File: src/rtl/prio_pkg.sv
package prio_pkg;
  localparam int ID_W      = 10;
  localparam logic [ID_W-1:0] NO_IRQ = 10'h3FF;
  localparam int RPRIO_W   = 9;
  localparam logic [RPRIO_W-1:0] IDLE_PRIO = 9'h100;

  // word indices of the register map
  localparam int W_CTRL = 0;
  localparam int W_MASK = 1;
  localparam int W_ACK  = 3;
  localparam int W_EOI  = 4;
  localparam int W_RUNP = 5;
  localparam int W_HPID = 6;

  typedef enum logic [1:0] {
    WK_IDLE = 2'd0,
    WK_STEP = 2'd1,
    WK_DONE = 2'd2
  } walk_st_e;
endpackage

File: src/rtl/prio_arbiter.sv
module prio_arbiter
  import prio_pkg::*;
#(
  parameter int NUM_SRC = 32,
  parameter int PRIO_W  = 8
) (
  input  logic [NUM_SRC-1:0]        cand_i,
  input  logic [NUM_SRC*PRIO_W-1:0] prio_i,
  output logic                      valid_o,
  output logic [ID_W-1:0]           id_o,
  output logic [PRIO_W-1:0]         prio_o
);
  always_comb begin
    valid_o = 1'b0;
    id_o    = NO_IRQ;
    prio_o  = '1;
    // ascending scan with strict compare keeps the lowest ID on ties
    for (int i = 0; i < NUM_SRC; i++) begin
      if (cand_i[i] && (!valid_o || prio_i[i*PRIO_W +: PRIO_W] < prio_o)) begin
        valid_o = 1'b1;
        id_o    = ID_W'(i);
        prio_o  = prio_i[i*PRIO_W +: PRIO_W];
      end
    end
  end
endmodule

File: src/rtl/prio_chain.sv
module prio_chain
  import prio_pkg::*;
#(
  parameter int NUM_SRC = 32,
  parameter int PRIO_W  = 8
) (
  input  logic                      clk_i,
  input  logic                      rst_ni,
  input  logic [NUM_SRC*PRIO_W-1:0] src_prio_i,
  input  logic                      push_i,
  input  logic [ID_W-1:0]           push_id_i,
  input  logic [PRIO_W-1:0]         push_prio_i,
  input  logic                      eoi_req_i,
  input  logic [ID_W-1:0]           eoi_id_i,
  output logic [ID_W-1:0]           run_id_o,
  output logic [RPRIO_W-1:0]        run_prio_o,
  output logic                      eoi_ack_o,
  output logic                      walk_busy_o
);
  localparam int IDX_W = (NUM_SRC > 1) ? $clog2(NUM_SRC) : 1;

  logic [ID_W-1:0]    pred_q [NUM_SRC];
  logic [ID_W-1:0]    run_id_q, cur_q, tgt_q;
  logic [RPRIO_W-1:0] run_prio_q;
  walk_st_e           st_q;
  logic [PRIO_W-1:0]  prio_a [NUM_SRC];

  for (genvar g = 0; g < NUM_SRC; g++) begin : g_prio
    assign prio_a[g] = src_prio_i[g*PRIO_W +: PRIO_W];
  end

  function automatic logic [RPRIO_W-1:0] prio_of(input logic [ID_W-1:0] id);
    if (id >= ID_W'(NUM_SRC)) return IDLE_PRIO;
    return {1'b0, prio_a[id[IDX_W-1:0]]};
  endfunction

  logic run_valid, hits_run, idle, pop, start;
  logic [ID_W-1:0] pop_id, nxt_id, tgt_pred;

  assign run_valid = run_id_q != NO_IRQ;
  assign hits_run  = eoi_id_i == run_id_q;
  assign idle      = st_q == WK_IDLE;
  assign pop       = idle && eoi_req_i && run_valid && hits_run;
  assign start     = idle && eoi_req_i && run_valid && !hits_run;
  assign pop_id    = pred_q[run_id_q[IDX_W-1:0]];
  assign nxt_id    = pred_q[cur_q[IDX_W-1:0]];
  assign tgt_pred  = (tgt_q < ID_W'(NUM_SRC)) ? pred_q[tgt_q[IDX_W-1:0]] : NO_IRQ;

  assign eoi_ack_o   = (idle && eoi_req_i && (!run_valid || hits_run)) || (st_q == WK_DONE);
  assign walk_busy_o = st_q == WK_STEP;
  assign run_id_o    = run_id_q;
  assign run_prio_o  = run_prio_q;

  always_ff @(posedge clk_i or negedge rst_ni) begin
    if (!rst_ni) begin
      for (int i = 0; i < NUM_SRC; i++) pred_q[i] <= NO_IRQ;
      run_id_q   <= NO_IRQ;
      run_prio_q <= IDLE_PRIO;
      cur_q      <= NO_IRQ;
      tgt_q      <= NO_IRQ;
      st_q       <= WK_IDLE;
    end else begin
      if (push_i) begin
        pred_q[push_id_i[IDX_W-1:0]] <= run_id_q;
        run_id_q   <= push_id_i;
        run_prio_q <= {1'b0, push_prio_i};
      end else if (pop) begin
        run_id_q   <= pop_id;
        run_prio_q <= prio_of(pop_id);
      end
      unique case (st_q)
        WK_IDLE: if (start) begin
          st_q  <= WK_STEP;
          cur_q <= run_id_q;
          tgt_q <= eoi_id_i;
        end
        WK_STEP: begin
          if (nxt_id == NO_IRQ) begin
            st_q <= WK_DONE;
          end else if (nxt_id == tgt_q) begin
            pred_q[cur_q[IDX_W-1:0]] <= tgt_pred;
            st_q <= WK_DONE;
          end else begin
            cur_q <= nxt_id;
          end
        end
        WK_DONE: st_q <= WK_IDLE;
        default: st_q <= WK_IDLE;
      endcase
    end
  end

  AST_IDLE_PRIO: assert property (@(posedge clk_i) disable iff (!rst_ni)
    (run_id_q == NO_IRQ) |-> (run_prio_q == IDLE_PRIO));
  AST_WALK_NESTED: assert property (@(posedge clk_i) disable iff (!rst_ni)
    (st_q == WK_STEP) |-> run_valid);
  AST_WALK_KEEPS_RUN: assert property (@(posedge clk_i) disable iff (!rst_ni)
    (st_q == WK_STEP) |=> $stable(run_id_q));
endmodule

File: src/rtl/prio_cpu_if.sv
module prio_cpu_if
  import prio_pkg::*;
#(
  parameter int NUM_SRC  = 32,
  parameter int PRIO_W   = 8,
  parameter int ADDR_W   = 8,
  parameter int DATA_W   = 32,
  parameter logic [PRIO_W-1:0] MASK_RST = 8'hF0
) (
  input  logic                      clk_i,
  input  logic                      rst_ni,
  input  logic                      dist_en_i,
  input  logic [NUM_SRC-1:0]        src_en_i,
  input  logic [NUM_SRC-1:0]        src_pend_i,
  input  logic [NUM_SRC-1:0]        src_edge_i,
  input  logic [NUM_SRC-1:0]        src_level_i,
  input  logic [NUM_SRC*PRIO_W-1:0] src_prio_i,
  output logic                      irq_o,
  output logic [NUM_SRC-1:0]        pend_clr_o,
  output logic [NUM_SRC-1:0]        pend_set_o,
  input  logic                      req_i,
  input  logic                      we_i,
  input  logic [ADDR_W-1:0]         addr_i,
  input  logic [DATA_W-1:0]         wdata_i,
  output logic                      ready_o,
  output logic [DATA_W-1:0]         rdata_o
);
  localparam int WORD_W = ADDR_W - 2;

  logic              cpu_en_q;
  logic [PRIO_W-1:0] mask_q;

  logic              best_valid;
  logic [ID_W-1:0]   best_id;
  logic [PRIO_W-1:0] best_prio;
  logic [ID_W-1:0]   run_id;
  logic [RPRIO_W-1:0] run_prio;
  logic              eoi_ack, walk_busy;

  logic [WORD_W-1:0] word;
  logic hp_ok, preempt, ack_hit, eoi_hit, push, wr, eoi_done;
  logic [ID_W-1:0] hp_id, eoi_id;

  prio_arbiter #(.NUM_SRC(NUM_SRC), .PRIO_W(PRIO_W)) u_arb (
    .cand_i  (src_en_i & src_pend_i),
    .prio_i  (src_prio_i),
    .valid_o (best_valid),
    .id_o    (best_id),
    .prio_o  (best_prio)
  );

  assign word    = addr_i[ADDR_W-1:2];
  assign hp_ok   = dist_en_i && cpu_en_q && best_valid && (best_prio <= mask_q);
  assign hp_id   = hp_ok ? best_id : NO_IRQ;
  assign preempt = hp_ok && ({1'b0, best_prio} < run_prio);
  assign irq_o   = preempt;

  assign ack_hit = req_i && !we_i && (word == WORD_W'(W_ACK));
  assign eoi_hit = req_i && we_i && (word == WORD_W'(W_EOI));
  assign push    = ack_hit && preempt;
  assign eoi_id  = wdata_i[ID_W-1:0];

  prio_chain #(.NUM_SRC(NUM_SRC), .PRIO_W(PRIO_W)) u_chain (
    .clk_i       (clk_i),
    .rst_ni      (rst_ni),
    .src_prio_i  (src_prio_i),
    .push_i      (push),
    .push_id_i   (best_id),
    .push_prio_i (best_prio),
    .eoi_req_i   (eoi_hit),
    .eoi_id_i    (eoi_id),
    .run_id_o    (run_id),
    .run_prio_o  (run_prio),
    .eoi_ack_o   (eoi_ack),
    .walk_busy_o (walk_busy)
  );

  assign ready_o  = eoi_hit ? eoi_ack : 1'b1;
  assign wr       = req_i && we_i && ready_o;
  assign eoi_done = eoi_hit && eoi_ack && (run_id != NO_IRQ);

  for (genvar g = 0; g < NUM_SRC; g++) begin : g_strobe
    assign pend_clr_o[g] = push && (best_id == ID_W'(g));
    assign pend_set_o[g] = eoi_done && (eoi_id == ID_W'(g)) && !src_edge_i[g]
                           && src_en_i[g] && src_level_i[g];
  end

  always_comb begin
    rdata_o = '0;
    unique case (word)
      WORD_W'(W_CTRL): rdata_o = DATA_W'(cpu_en_q);
      WORD_W'(W_MASK): rdata_o = DATA_W'(mask_q);
      WORD_W'(W_ACK):  rdata_o = DATA_W'(preempt ? best_id : NO_IRQ);
      WORD_W'(W_RUNP): rdata_o = DATA_W'(run_prio);
      WORD_W'(W_HPID): rdata_o = DATA_W'(hp_id);
      default:         rdata_o = '0;
    endcase
  end

  always_ff @(posedge clk_i or negedge rst_ni) begin
    if (!rst_ni) begin
      cpu_en_q <= 1'b0;
      mask_q   <= MASK_RST;
    end else if (wr) begin
      if (word == WORD_W'(W_CTRL)) cpu_en_q <= wdata_i[0];
      if (word == WORD_W'(W_MASK)) mask_q   <= wdata_i[PRIO_W-1:0];
    end
  end

  AST_IRQ_GATED: assert property (@(posedge clk_i) disable iff (!rst_ni)
    (!dist_en_i || !cpu_en_q) |-> !irq_o);
  AST_IRQ_BELOW_RUN: assert property (@(posedge clk_i) disable iff (!rst_ni)
    irq_o |-> ({1'b0, best_prio} < run_prio));
  AST_ACK_TAKES_RUN: assert property (@(posedge clk_i) disable iff (!rst_ni)
    push |=> (run_id == $past(best_id)));
  AST_CLR_ONEHOT: assert property (@(posedge clk_i) disable iff (!rst_ni)
    $onehot0(pend_clr_o));
  AST_SET_ONEHOT: assert property (@(posedge clk_i) disable iff (!rst_ni)
    $onehot0(pend_set_o));
  AST_WALK_STALLS: assert property (@(posedge clk_i) disable iff (!rst_ni)
    walk_busy |-> !ready_o);
endmodule

File: config.mk
export PLATFORM = sky130hd
export DESIGN_NAME = prio_cpu_if
export DESIGN_NICKNAME = d
export VERILOG_FILES = /design/src/rtl/prio_pkg.sv /design/src/rtl/prio_arbiter.sv /design/src/rtl/prio_chain.sv /design/src/rtl/prio_cpu_if.sv
export SDC_FILE = /design/constraint.sdc
export NUM_CORES = 2
export LEC_CHECK = 0
export BUFFER_PORTS_ARGS = -buffer_cell sky130_fd_sc_hd__buf_2
export CORE_MARGIN = 2
export CORE_UTILIZATION = 35
export CTS_BUF_LIST = sky130_fd_sc_hd__clkbuf_8
export CTS_CLUSTER_SIZE = 10
export DETAILED_ROUTE_END_ITERATION = 16
export PLACE_DENSITY = 0.55
export SYNTH_ARGS = -nofsm -noshare
export SYNTH_HDL_FRONTEND = slang
export SYNTH_SLANG_ARGS = --single-unit
File: constraint.sdc
create_clock -name clk_i -period 145.8 [get_ports clk_i]
set_input_delay 36.45 -clock clk_i [delete_from_list [all_inputs] [get_ports clk_i]]
set_output_delay 36.45 -clock clk_i [all_outputs]
set_load 0.005 [all_outputs]
==> results.yml <==
grt:
  antenna_found_initial: 68
  grt_pass1_wl_microns: 266000
  grt_overflow: 0
  grt_start_max_net_pins: 116
  grt_pass1_vias: 38300
  grtUsageTotal_pct: 28.3
final_layout:
  synthToLayoutAreaGrowth_pct: 13.9
  drive_above_1_share_pct: 33.9
  nets: 5431
  instances_no_fill: 6550
  final_area_sq_um: 49100
worst_setup_path:
  rrSetupSlack_ps: 138680
  crit_type: "input port to primary output"
  r2r_cells: 15
  worstSetupStartpoint: "src_en_i[0]"
  endpoint: "pend_clr_o[18]"
  required_ps: 109350
  crit_slowest_cell: "or4_4"
  critPathMaxFanout: 17
  end_kind: "primary output"
  start_kind: "input port"
  slowest_delay_ps: 560
  r2r-start: "u_chain.run_id_o[0]"
  reg2reg_to: "u_chain.run_prio_o[0]"
  crit_arrival_ps: 103960
  cp_common_cell: "a21o_1"
power:
  power.density_nw_per_um2: 15.2
  ir_drop_mv: 0.0158
  leakage_nw: 20.9
logic_synthesis:
  synth_area_sq_um: 43100
  yosysSeqAreaShare_pct: 22.2
  synth_area_leaders: "dfstp_2, mux2i_1, mux4_2"
  async_reset_ff_share_pct: 100
  yosysWarnings: 0
  yosys_register_bits: 365
  syn_avg_cell_area_sq_um: 9.77
  synth_cell_types: 150
  synth_edf_count: 0
  syn_inst: 4411
  synth_common_cells: "mux2i_1, dfstp_2, nand2_1"
  synth_top_cell_area_share_pct: 21.3
  yosysMostFrequentCell: "mux2i_1"
  synthFlopType: "dfstp_2"
  yosysTopAreaCell: "dfstp_2"
placement:
  placed_area_sq_um: 47100
  place.gp.congestion: 0.969
  io_buffers: 480
  dp.cells: 6362
  hpwlAfterDp_microns: 138000
clock_tree:
  clkSinkCount: 365
  root_buffer: "clkbuf_8"
  cts_tree: "done"
  hold_buffers: 0
  htree_levels: 3
  clk_path_buf_depth: 3
  path_clk_slew_ps: 60
  insertion_delay_ps: 690
  numCtsBuffers: 71
timing:
  finalCritPeriodShare_pct: 96.3
  hold_viol: 0
  fin_crit_ps: 140410
  slew_headroom_pct: 17.6
  tightest_slew_ps: 1210
  setup_viol: 0
  fmax_mhz: 7.12
  slew_viol_final: 0
  finalClockSkew_ps: 51.6
routing:
  vias: 39600
  wl_per_cell_microns: 28.0
  firstDrtPassIters: 5
  drtIter0Drc: 3627
  drc: 0
  ant_nets: 0
  finalWirelength_microns: 183000
  viasPerCell: 6.05
die:
  coreArea_sq_um: 122000
  die_y_microns: 355
  fp.dieW_microns: 355
  ioPinCount: 527
  initial_core_util_pct: 35.3
  die_area_sq_um: 126000
  rows: 128
min_path:
  whs_path_depth: 1
  hp-class: "register to register"
run:
  cap_violations: 0
status:
  status: "complete, no violations"
==> worst max-delay path: cells and delay by family <==
family / cells / cell delay [ps]
adders and majority gates: 32 / 8980
AOI/OAI and AO/OA: 175 / 36250
and+or+nand+nor: 84 / 14860
muxes: 12 / 3530
buffers and inverters: 35 / 3650
==> per-stage QoR <==
stage               setup slack, ps  util (%)  hold slack (ps)  setup TNS [ps]  total power [mW]
floorplan                      9960         -              501               0             0.468
global placement               1790      38.6              528               0             0.619
global route                   -131      40.2              580            -954             0.811
detailed placement             1670      38.6              532               0             0.623
finish                         5390      40.2              543               0             0.745
CTS                            1260      39.9              544               0             0.736
==> kinds of logic (layout without fill, tap and decap cells) <==
group                      Yosys count  count (layout)  synth area share, %
other                                1              62              0.00870
muxes                             1170            1170                 35.1
DFF                                365             365                 22.2
and+or+nand+nor                   1121            1121                 13.6
buffers and inverters              552            1005                 6.82
AOI/OAI and AO/OA                  992             992                 16.4
xor gates and xnor gates            29              29                0.607
adders and majority gates          181             181                 5.21
==> layout by cell type (no fill, tap or decap), types with 36 or more instances in the layout <==
| cell type | netlist | layout |
|---|---|---|
| a211oi_1 | 128 | 117 |
| a21o_1 | 80 | 79 |
| a21oi_1 | 247 | 245 |
| and3_1 | 58 | 58 |
| buf_2 | 18 | 479 |
| buf_4 | 74 | 184 |
| clkbuf_8 | 1 | 96 |
| dfstp_2 | 350 | 344 |
| diode_2 | 0 | 40 |
| ha_1 | 172 | 172 |
| inv_1 | 205 | 225 |
| mux2_2 | 70 | 70 |
| mux2i_1 | 817 | 811 |
| mux4_2 | 264 | 264 |
| nand2_1 | 302 | 298 |
| nand3_1 | 61 | 61 |
| nand4_1 | 49 | 49 |
| nor2_1 | 265 | 259 |
| nor2b_1 | 63 | 63 |
| nor3_1 | 62 | 56 |
| o211ai_1 | 36 | 36 |
| o21ai_0 | 147 | 147 |
==> final cells by class <==
type | count | area, sq um
fillers | 12200 | 73000
multi-input cells | 3515 | 31200
flip-flops and latches | 365 | 9590
repair buffers | 668 | 3870
well taps | 1625 | 2030
clock buffers | 96 | 1320
inverters | 209 | 785
clock inverters | 32 | 166
diodes | 40 | 100
==> report_power, final <==
part	switching, mW	leakage (nW)	internal, mW
Sequential	0.00172	3.89	0.103
Combinational	0.321	16.2	0.211
Clock	0.0487	0.851	0.0603
Total	0.371	20.9	0.374
==> sequential cells by signal (all words and copies together) (netlist names) <==
| name | cells |
|---|---|
| u_chain.pred_q | 320 |
| u_chain.st_q | 2 |
| u_chain.tgt_q | 10 |
| u_chain.run_id_o | 10 |
| u_chain.cur_q | 5 |
| cpu_en_q | 1 |
| u_chain.run_prio_o | 9 |
| mask_q | 8 |
==> how the worst min path moves through the flow <==
stage | startpoint | end | slack [ps]
4_1_cts | mask_q[3] | mask_q[3] | 540
3_3_place_gp | mask_q[3] | mask_q[3] | 530
2_1_floorplan | mask_q[1] | mask_q[1] | 500
3_5_place_dp | mask_q[3] | mask_q[3] | 530
5_1_grt | cpu_en_q | cpu_en_q | 580
6_report | mask_q[3] | mask_q[3] | 540
==> metal layers <==
metal	global-route usage [%]	vias to the layer above	share of wire, %
li1	-	17700	-
met1	36.0	19700	41
met2	44.8	1730	45
met3	6.81	434	8.5
met4	13.9	30	5.5
met5	0	-	0.11
==> what timing repair did <==
action	CTS	global route
gates resized for setup	0	43
endpoints found under the setup margin	0	43
buffers inserted	0	20
(Power assumes the default switching activity.)
